===== src/rtl/pc_update_unit.sv =====
module pc_update_unit #(
  parameter int unsigned W       = 32,
  parameter int unsigned JW      = 26,
  parameter int unsigned IW      = 16,
  parameter logic [W-1:0] EXC_VEC = 32'h8000_0180
) (
  input  logic          clk,
  input  logic          rst,
  input  logic          wr_uncond,
  input  logic          wr_cond,
  input  logic          alu_zero,
  input  logic [1:0]    pc_sel,
  input  logic [W-1:0]  alu_res,
  input  logic [W-1:0]  alu_out_q,
  input  logic [JW-1:0] jfield,
  input  logic [IW-1:0] imm16,
  output logic [W-1:0]  pc,
  output logic [W-1:0]  br_off
);
  localparam int unsigned HI = W - JW - 2;
  localparam int unsigned EXT = W - IW - 2;

  logic [W-1:0] pc_q, pc_d, jmp_tgt;
  logic         ld;

  assign ld      = wr_uncond | (wr_cond & alu_zero);
  assign jmp_tgt = {pc_q[W-1 -: HI], jfield, 2'b00};
  assign br_off  = {{EXT{imm16[IW-1]}}, imm16, 2'b00};
  assign pc      = pc_q;

  always_comb begin
    case (pc_sel)
      2'b00:   pc_d = alu_res;
      2'b01:   pc_d = alu_out_q;
      2'b10:   pc_d = jmp_tgt;
      default: pc_d = EXC_VEC;
    endcase
  end

  always_ff @(posedge clk) begin
    if (rst)     pc_q <= '0;
    else if (ld) pc_q <= pc_d;
  end
endmodule


===== config.mk =====
export PLATFORM = sky130hd
export DESIGN_NAME = pc_update_unit
export DESIGN_NICKNAME = d
export VERILOG_FILES = /design/src/rtl/pc_update_unit.sv
export SDC_FILE = /design/constraint.sdc
export NUM_CORES = 1
export LEC_CHECK = 0
export BUFFER_PORTS_ARGS = -buffer_cell sky130_fd_sc_hd__buf_2
export CELL_PAD_IN_SITES_DETAIL_PLACEMENT = 1
export CELL_PAD_IN_SITES_GLOBAL_PLACEMENT = 1
export CORE_MARGIN = 3
export CORE_UTILIZATION = 25
export CTS_CLUSTER_SIZE = 40
export DETAILED_ROUTE_END_ITERATION = 8
export GPL_ROUTABILITY_DRIVEN = 0
export PLACE_DENSITY_LB_ADDON = 0.1
export REMOVE_ABC_BUFFERS = 1
export SYNTH_ARGS = -nofsm -noshare
export SYNTH_HDL_FRONTEND = slang
export SYNTH_SLANG_ARGS = --single-unit

===== constraint.sdc =====
create_clock -name clk -period 1.75 [get_ports clk]
set_clock_uncertainty 0.2 [all_clocks]
set_input_delay 0.2625 -clock clk [delete_from_list [all_inputs] [get_ports clk]]
set_output_delay 0.2625 -clock clk [all_outputs]
set_load 0.05 [all_outputs]

==> key figures, run 1 <==
Outcome
  • Outcome: completed

Die
  • Die width: between 90 and 100 um
  • Core region area: 7447 sq um
  • Die height: 94.87 um
  • DIE AREA: 9000 sq um
  • Boundary pin count: 177
  • Initial Utilization: a little over a quarter
  • # rows: 31

Clocking
  • TritonCTS Buffers: 5
  • CTS H-Tree Depth: 2
  • CTS resizes: 0
  • Clock net sink count: 32
  • Post-CTS setup buffers: 0
  • Hold-fix buffers, CTS: 0
  • Clock root cell: clkbuf_8
  • Clock latency on the worst-skew pair: 280 ps
  • Worst-path clk slew: 70 ps
  • CTS tree: done
  • Clock Path Buffers: 2

Min path
  • Min-Delay Path Class: in2reg
  • Hold path depth: 3

Synthesis
  • Cell count after synthesis: 219
  • Seq/Total Area, Yosys: 32.45%
  • Area leader, netlist: dfxtp_1
  • Post-synthesis average cell area: 9.015 sq um
  • Ranking of synthesized cells by area: dfxtp_1 (32%), mux2i_1 (15%), buf_4 (13%)
  • #FFs+latches synth: 32
  • Synth Cell Area: slightly below 2000 sq um
  • Post-synth top area share: 32.45%
  • Synth Warn #: 0
  • Distinct cells, synth: 22

Critical path
  • Crit path buf inv count: 1
  • CP delay by family, top: flip-flops
  • R2R cell count: 2
  • Largest stage delay on the critical path: 350 ps
  • CP startpoint kind: flop
  • Cell chain of the critical path: buf_2
  • Slowest CP cell: dfxtp_1
  • Kind of critical path: reg2out
  • WP data arrival: 890 ps
  • WP data required: about 1300 ps
  • Critical path capture point type: primary output
  • Crit. path cell count: 1
  • Critical-path maximum fanout: 2

Detailed routing
  • # DRC: 0
  • Vias per cell: 4.671
  • Total iterations of the first detailed-routing run: 4
  • Number of nets with antenna violations after routing: 0
  • Vias after detailed routing: 1929
  • DR WL/cell: between 15 and 20 um
  • WL final: roughly 6600 um
  • DRT iter0 DRCs: 14

Placement
  • Placed inst area: 2515 sq um
  • Hpwl dp: around 5300 um
  • Port bufs: 128

Global routing
  • Antenna violations before repair: 0
  • GRT busiest layer: met2
  • Grt met1 use: about 16%
  • Largest net degree at the start of global routing: 51
  • First-pass GRT wire length: 9887 um
  • Vias in the first global route: between 1500 and 2000
  • GR Util met3: 7.410%
  • Total track usage: 14.30%
  • Grt met2 use: 23.31%
  • GRT overflow: 0

Power and ir drop
  • Pwr dens: between 700 and 800 nW/um^2
  • Max IR drop VDD: 0.0002906 V
  • Tot Pwr: 0.002066 W
  • Leakage: 1.314 nW

Timing
  • RSZ-0062 raised after global routing: no
  • Final hold slack: between 100 and 150 ps
  • Tcrit/Tclk final: 77.27%
  • Final Hold Vio Count: 0
  • Period minus WS final: 1352 ps
  • Max-slew violation count: 0
  • FMAX: 739.6 MHz
  • Endpoints failing setup: 0

Layout
  • P&R area growth vs syn: 31.94%
  • Max FFs per register: 32
  • Share of layout cells above drive strength 1: 47.13%
  • # diodes: 0
  • Fin nets: 426
  • Post-route cell area: approximately 2600 sq um
  • Filler instances: 938

Flow run
  • # Max-Cap Violations: 0
==> metal layers <==
| metal | wire, um | vias up |
|---|---|---|
| met5 | 0 | - |
| met4 | 85 | 0 |
| met3 | 811 | 7 |
| met2 | 3086 | 109 |
| met1 | 2628 | 863 |
| li1 | - | 950 |
==> metrics by stage <==
stage | setup slack (ps) | instances | TNS, ps | utilization (%)
2_1_floorplan | -1.738 | 168 | -3.475 | -
3_5_place_dp | 151.6 | 405 | 0 | 33.77
5_1_grt | 340.9 | 413 | 0 | 34.98
4_1_cts | 375.1 | 413 | 0 | 34.98
6_report | 397.8 | 413 | 0 | 34.98
3_3_place_gp | 180.0 | 405 | 0 | 33.77
==> cell type report <==
cell class                 count  area (sq um)  area share, %
tap                           99         123.9          4.755
timing repair buffer         138         765.7          29.39
multi-input combinational    136         984.7          37.80
sequential                    32         640.6          24.59
clock buffer                   8         90.09          3.458
==> cell usage in the layout, fill, tap and decap left out, drive strengths merged, types with 4 or more instances in the layout <==
cell / instances
a211oi: 24
a21oi: 9
a2bb2oi: 24
buf: 138
clkbuf: 8
dfxtp: 32
mux2i: 29
nand2: 4
nor2: 24
o21ai: 5
or3: 5
==> synth_stat cells, drive strengths merged <==
| library cell | count |
|---|---|
| o221ai | 2 |
| mux2 | 2 |
| or3 | 5 |
| a211oi | 24 |
| a2bb2oi | 24 |
| or3b | 1 |
| a21o | 1 |
| nand2b | 1 |
| nor2b | 2 |
| a21oi | 9 |
| buf | 43 |
| conb | 1 |
| o21ai | 5 |
| dfxtp | 32 |
| mux2i | 29 |
| a211o | 1 |
| clkbuf | 9 |
| nor2 | 24 |
| nand2 | 4 |
==> worst reg2reg max path, cell delays in order, from the launching register on <==
cell and delay, ps:
dfxtp_1 330, nor2_1 50, a211oi_1 230
==> path summary, 6_finish.rpt <==
| check | slack [ps] | endpoint | from |
|---|---|---|---|
| min reg2reg | 250 | pc[1]$_SDFFE_PP0P_ | pc[1]$_SDFFE_PP0P_ |
| min | 120 | pc[23]$_SDFFE_PP0P_ | alu_out_q[23] |
| max | 400 | pc[7] | pc[7]$_SDFFE_PP0P_ |
| max reg2reg | 850 | pc[4]$_SDFFE_PP0P_ | pc[4]$_SDFFE_PP0P_ |
==> power by group <==
| part | leakage, nW | internal, W | total [W] | switching (W) |
|---|---|---|---|---|
| combinational | 1.00 | 0.000257 | 0.000665 | 0.000408 |
| clock | 0.0455 | 0.000321 | 0.000590 | 0.000269 |
| sequential | 0.265 | 0.000785 | 0.000811 | 0.0000253 |
| total | 1.31 | 0.00136 | 0.00207 | 0.000703 |
==> cell families after synthesis <==
family	count (synthesis)	share of synthesized area [%]
AND/OR/NAND/NOR	37	8.302
buffers and inverters	52	18.00
flip-flops	32	32.45
multiplexers	31	15.84
other	1	0.1899
AO/OA/AOI/OAI	66	25.22
Power figures use the tool's default switching activity.
==> run 2, diff against run 1 <==
==> constraint.sdc (replaced) <==
create_clock -name clk -period 1.35 [get_ports clk]
set_clock_uncertainty 0.2 [all_clocks]
set_input_delay 0.2025 -clock clk [delete_from_list [all_inputs] [get_ports clk]]
set_output_delay 0.2025 -clock clk [all_outputs]
set_load 0.05 [all_outputs]
==> run 2 against run 1 <==
Critical path depth stayed put. Die area unchanged. Worst hold slack lost 54 ps. Count of clock-buffer cells in the layout stayed put. Final area increased by 1.3%. Register-to-register slack worse by 380 ps. Cell count rose by 0.73%. Global-route usage up 0.083 points.
==> key figures, run 2 (synthesis results as in run 1) <==
Outcome
  • Outcome: completed

Clocking
  • TritonCTS Buffers: 5 (unchanged)
  • Hold-fix buffers, CTS: 0 (unchanged)
  • Worst-path clk slew: 70 ps (about the same)
  • CTS tree: done
  • Clock latency on the worst-skew pair: 280 ps (about the same)
  • Clock net sink count: 32 (unchanged)
  • Clock Path Buffers: 2 (unchanged)
  • Clock root cell: clkbuf_8
  • CTS resizes: 0 (unchanged)
  • Post-CTS setup buffers: 0 (unchanged)
  • CTS H-Tree Depth: 2 (unchanged)

Critical path
  • WP data required: 950 ps (-340 ps)
  • Critical-path maximum fanout: 2 (unchanged)
  • WP data arrival: 900 ps (about the same)
  • CP delay by family, top: flip-flops
  • Critical path capture point type: primary output
  • CP startpoint kind: flop
  • Crit path buf inv count: 1 (unchanged)
  • Kind of critical path: reg2out
  • Cell chain of the critical path: buf_2
  • Largest stage delay on the critical path: 350 ps (about the same)
  • Slowest CP cell: dfxtp_1

Power and ir drop
  • Leakage: 1.333 nW (+1.4%)
  • Max IR drop VDD: 0.0003056 V (+5.2%)
  • Tot Pwr: 0.002676 W (+30%)
  • Pwr dens: 1014 nW/um^2 (+28%)

Die
  • Die width: 94.87 um (unchanged)
  • Boundary pin count: 177 (unchanged)
  • # rows: 31 (unchanged)
  • DIE AREA: 9000 sq um (unchanged)
  • Die height: 94.87 um (unchanged)
  • Initial Utilization: 26.51% (unchanged)
  • Core region area: 7447 sq um (unchanged)

Placement
  • Hpwl dp: 5259 um (-0.27%)
  • Placed inst area: 2550 sq um (+1.4%)
  • Port bufs: 128 (unchanged)

Timing
  • Tcrit/Tclk final: 96.20%
  • Final TNS setup: 0 ps (unchanged)
  • FMAX: 770.0 MHz
  • Period minus WS final: 1299 ps
  • RSZ-0062 raised after global routing: no
  • Endpoints failing setup: 0 (unchanged)
  • Max-slew violation count: 0 (unchanged)
  • Final Hold Vio Count: 0 (unchanged)
  • Final hold slack: 62.08 ps (-54.18 ps)

Global routing
  • Largest net degree at the start of global routing: 37 (-27%)
  • Total track usage: 14.38% (+0.083 points)
  • Vias in the first global route: 2011 (+3.2%)
  • Antenna violations before repair: 0 (unchanged)
  • First-pass GRT wire length: 9860 um (-0.27%)
  • GRT overflow: 0 (unchanged)

Detailed routing
  • WL final: 6569 um (-0.65%)
  • Met2 wire length: 3127 um (+1.3%)
  • # DRC: 0 (unchanged)
  • Number of nets with antenna violations after routing: 0 (unchanged)
  • Vias after detailed routing: 1958 (+1.5%)
  • DR WL met3: 880 um (+8.5%)
  • DR WL/cell: 15.79 um (-1.4%)
  • Top sig layer: met4
  • Vias per cell: 4.707 (+0.77%)
  • WL met1: 2512 um (-4.4%)
  • DRT iter0 DRCs: 27 (+13)
  • Total iterations of the first detailed-routing run: 4 (unchanged)

Layout
  • Post-route cell area: 2640 sq um (+1.3%)
  • Finished Core Util: 35.45% (+0.47 points)
  • P&R area growth vs syn: 33.71%
  • Most frequent cells in the layout: buf_2 (128), dfxtp_1 (32), mux2i_1 (29)
  • Most common cell after layout, fill and taps aside: buf_2
  • Fin nets: 429 (+0.70%)
  • Max FFs per register: 32 (unchanged)
  • Share of layout cells above drive strength 1: 47.63% (+0.50 points)
  • # diodes: 0 (unchanged)

Min path
  • Min-Delay Path Class: in2reg

Flow run
  • # Max-Cap Violations: 0 (unchanged)
[run 2: cell type report]
cell class / count / area [sq um]
Timing Repair Buffer: 141 / 800.8
Clock buffer: 8 / 90.09
Multi-Input combinational cell: 136 / 984.7
Tap cell: 99 / 123.9
Sequential cell: 32 / 640.6
Fill cell: 927 / 4807
[run 2: where the power goes]
| part | internal (W) | leakage [nW] | switching [W] | total, W |
|---|---|---|---|---|
| Clock | 0.000416 | 0.0455 | 0.000334 | 0.000750 |
| Combinational | 0.000344 | 1.02 | 0.000532 | 0.000875 |
| Sequential | 0.00102 | 0.265 | 0.0000328 | 0.00105 |
| Total | 0.00178 | 1.33 | 0.000899 | 0.00268 |
[run 2: worst register-to-register path: cells and delay by family (launching register included)]
family / cells / cell delay, ps
compound gates: 1 / 210
simple gates: 1 / 50
flops: 1 / 340
[run 2: worst paths after layout]
path	startpoint	endpoint	slack, ps	cells after the start
setup reg to reg	pc[23]$_SDFFE_PP0P_	pc[23]$_SDFFE_PP0P_	470	2
setup / recovery	pc[31]$_SDFFE_PP0P_	pc[31]	50	1
hold / removal	alu_out_q[3]	pc[3]$_SDFFE_PP0P_	60	3
hold reg to reg	pc[0]$_SDFFE_PP0P_	pc[0]$_SDFFE_PP0P_	260	2
[run 2: routing by layer]
layer | GRT usage [%] | vias up
li1 | - | 964
met5 | 2.381 | -
met3 | 8.367 | 7
met4 | 2.885 | 0
met1 | 15.40 | 877
met2 | 24.37 | 110
[run 2: through the flow]
| step | setup slack, ps | std cells |
|---|---|---|
| 6_report | 51.27 | 416 |
| 5_1_grt | 9.155 | 416 |
| 4_1_cts | 19.87 | 416 |
| 3_5_place_dp | -150.4 | 408 |
| 2_1_floorplan | -341.7 | 168 |
| 3_3_place_gp | -101.9 | 408 |
==> run 3, diff against run 2 <==
--- a/config.mk
+++ b/config.mk
@@ -5,11 +5,12 @@
 export SDC_FILE = /design/constraint.sdc
 export NUM_CORES = 1
 export LEC_CHECK = 0
+export ABC_AREA = 1
 export BUFFER_PORTS_ARGS = -buffer_cell sky130_fd_sc_hd__buf_2
 export CELL_PAD_IN_SITES_DETAIL_PLACEMENT = 1
 export CELL_PAD_IN_SITES_GLOBAL_PLACEMENT = 1
 export CORE_MARGIN = 3
-export CORE_UTILIZATION = 25
+export CORE_UTILIZATION = 23
 export CTS_CLUSTER_SIZE = 40
 export DETAILED_ROUTE_END_ITERATION = 8
 export GPL_ROUTABILITY_DRIVEN = 0
==> run 3 against run 2 <==
Non-clock buffer count rose by 7. Die area increased by 9.9%. Final area grew 3.9%. Cell count up 26%. Sequential cell count unchanged. Largest cell class unchanged. Worst hold slack got worse by 8.7 ps. Synthesized cell count grew 44%. Utilization fell by 2.6 points. Count of clock-buffer cells in the layout is the same. Sequential share of layout area down 0.92 points. Total power is 1.6% lower. Routed wire length grew 23%.
==> key figures, run 3 <==
Synthesis
  • Most frequent cell after synthesis: nand2_1
  • Post-synth EDFFs: 0 (unchanged)
  • Distinct cells, synth: 17 (-23%)
  • Dominant register cell in the synthesized netlist: dfxtp_1
  • Top cells by count, synth: nand2_1 (105), nand3_1 (76), buf_4 (36)
  • Area leader, netlist: dfxtp_1
  • #FFs+latches synth: 32 (unchanged)
  • Post-synth top area share: 31.90% (-0.55 points)
  • Cell count after synthesis: 316 (+44%)
  • Ranking of synthesized cells by area: dfxtp_1 (32%), nand2_1 (20%), nand3_1 (19%)
  • Fraction of registers with async set/reset: 0% (unchanged)
  • Post-synthesis average cell area: 6.355 sq um (-30%)
  • Synth Cell Area: 2008 sq um (+1.7%)
  • Seq/Total Area, Yosys: 31.90% (-0.55 points)
  • Synth Warn #: 0 (unchanged)

Critical path
  • FF-to-FF Start: pc[0]$_SDFFE_PP0P_
  • Cell chain of the critical path: buf_2
  • Largest stage delay on the critical path: 340 ps (about the same)
  • R2R cell count: 2 (unchanged)
  • Kind of critical path: reg2out
  • Reg-to-reg setup timing slack: 490 ps (+20 ps)
  • Crit path buf inv count: 1 (unchanged)
  • Critical path capture point type: primary output
  • Slowest CP cell: dfxtp_1
  • WP data required: 950 ps (about the same)
  • R2r endpoint: pc[0]$_SDFFE_PP0P_
  • Critical-path maximum fanout: 2 (unchanged)
  • Crit. path cell count: 1 (unchanged)
  • WP data arrival: 900 ps (about the same)
  • CP startpoint kind: flop
  • CP delay by family, top: flip-flops

Power and ir drop
  • Max IR drop VDD: 0.0003028 V (-0.92%)
  • Leakage: 1.415 nW (+6.2%)
  • Tot Pwr: 0.002632 W (-1.6%)
  • Pwr dens: 959.4 nW/um^2 (-5.4%)

Layout
  • Post-route cell area: 2744 sq um (+3.9%)
  • # diodes: 0 (unchanged)
  • Finished Core Util: 32.90% (-2.6 points)
  • Most frequent cells in the layout: buf_2 (126), nand2_1 (105), nand3_1 (76)
  • Fin nets: 532 (+24%)
  • Most common cell after layout, fill and taps aside: buf_2
  • Max FFs per register: 32 (unchanged)
  • P&R area growth vs syn: 36.64%
  • Filler instances: 1134 (+22%)
  • Share of layout cells above drive strength 1: 37.62% (-10 points)

Global routing
  • Antenna violations before repair: 0 (unchanged)
  • GRT overflow: 0 (unchanged)
  • GR Util met3: 7.223% (-1.1 points)
  • Grt met1 use: 18.41% (+3.0 points)
  • First-pass GRT wire length: 12830 um (+30%)
  • Grt met2 use: 28.00% (+3.6 points)
  • Largest net degree at the start of global routing: 25 (-32%)
  • GRT busiest layer: met2
  • Total track usage: 16.25% (+1.9 points)
  • Vias in the first global route: 2551 (+27%)

Outcome
  • Outcome: completed

Clocking
  • Worst-path clk slew: 70 ps (about the same)
  • CTS tree: done
  • Hold-fix buffers, CTS: 0 (unchanged)
  • CTS resizes: 0 (unchanged)
  • Clock Path Buffers: 2 (unchanged)
  • Clock latency on the worst-skew pair: 280 ps (about the same)
  • Clock root cell: clkbuf_8
  • Clock net sink count: 32 (unchanged)
  • TritonCTS Buffers: 5 (unchanged)
  • CTS H-Tree Depth: 2 (unchanged)
  • Post-CTS setup buffers: 0 (unchanged)

Detailed routing
  • Vias per cell: 4.549 (-3.4%)
  • DRT iter0 DRCs: 61 (+130%)
  • Total iterations of the first detailed-routing run: 4 (unchanged)
  • Number of nets with antenna violations after routing: 0 (unchanged)
  • WL final: 8112 um (+23%)
  • Vias after detailed routing: 2388 (+22%)
  • DR WL/cell: 15.45 um (-2.1%)
  • # DRC: 0 (unchanged)

Die
  • DIE AREA: 9888 sq um (+9.9%)
  • # rows: 33 (+6.5%)
  • Die height: 99.44 um (+4.8%)
  • Core region area: 8341 sq um (+12%)
  • Die width: 99.44 um (+4.8%)
  • Boundary pin count: 177 (unchanged)
  • Initial Utilization: 24.08% (-2.4 points)

Min path
  • Hold Path Sink: pc[7]$_SDFFE_PP0P_
  • Hold path depth: 5 (+2)
  • Min-Delay Path Class: in2reg
  • Hold path start: alu_out_q[7]

Timing
  • FMAX: 770.7 MHz (about the same)
  • Period minus WS final: 1298 ps (-1.124 ps)
  • Final Hold Vio Count: 0 (unchanged)
  • Tcrit/Tclk final: 96.12% (about the same)
  • Max-slew violation count: 0 (unchanged)
  • Endpoints failing setup: 0 (unchanged)
  • RSZ-0062 raised after global routing: no
  • Crit path setup slack, layout: 52.40 ps (+1.124 ps)
  • Final hold slack: 53.39 ps (-8.682 ps)

Placement
  • Hpwl dp: 6584 um (+25%)
  • Port bufs: 128 (unchanged)
  • Placed inst area: 2649 sq um (+3.9%)
  • DP Worst Slack: 5.678 ps (+156.1 ps)

Flow run
  • # Max-Cap Violations: 0 (unchanged)
==> run 3: cell type report <==
cell class | instances | area [sq um] | share of cell area [%]
inverter | 8 | 30.03 | 1.094
sequential | 32 | 640.6 | 23.35
tap | 105 | 131.4 | 4.788
multi-input combinational | 224 | 993.5 | 36.21
timing repair buffer | 148 | 858.3 | 31.28
clock buffer | 8 | 90.09 | 3.283
==> run 3: power breakdown <==
part	internal, W	leakage [nW]	switching [W]
clock network	0.000416	0.0455	0.000358
logic	0.000295	1.11	0.000528
registers	0.00101	0.263	0.0000294
==> run 3: layer usage <==
layer | part of all wire (%) | routed length (um) | vias up
met5 | 0.58 | 47 | -
met4 | 0.63 | 51 | 2
met3 | 9.7 | 788 | 6
met2 | 49 | 3949 | 92
met1 | 40 | 3274 | 1080
li1 | - | - | 1208
==> run 3: how the worst max path moves through the flow <==
stage | end | from
finish | pc[1] | pc[1]$_SDFFE_PP0P_
global route | pc[24] | pc[24]$_SDFFE_PP0P_
CTS | pc[28] | pc[28]$_SDFFE_PP0P_
detailed placement | pc[28]$_SDFFE_PP0P_ | pc_sel[0]
global placement | pc[7]$_SDFFE_PP0P_ | pc_sel[0]
floorplan | pc[10]$_SDFFE_PP0P_ | wr_cond
==> run 3: cell families (layout without fill, tap and decap cells) <==
family | after synthesis | after routing | share of synthesized area [%]
AND/OR/NAND/NOR | 188 | 188 | 40.37
buffers and inverters | 61 | 164 | 18.82
AO/OA/AOI/OAI | 34 | 34 | 8.722
flip-flops | 32 | 32 | 31.90
other | 1 | 2 | 0.1867
==> run 3: through the flow <==
| step | cells | TNS, ps |
|---|---|---|
| after detailed placement | 517 | 0 |
| after CTS | 525 | 0 |
| after floorplan | 264 | -9544 |
| after global placement | 517 | 0 |
| final | 525 | 0 |
| after global routing | 525 | 0 |
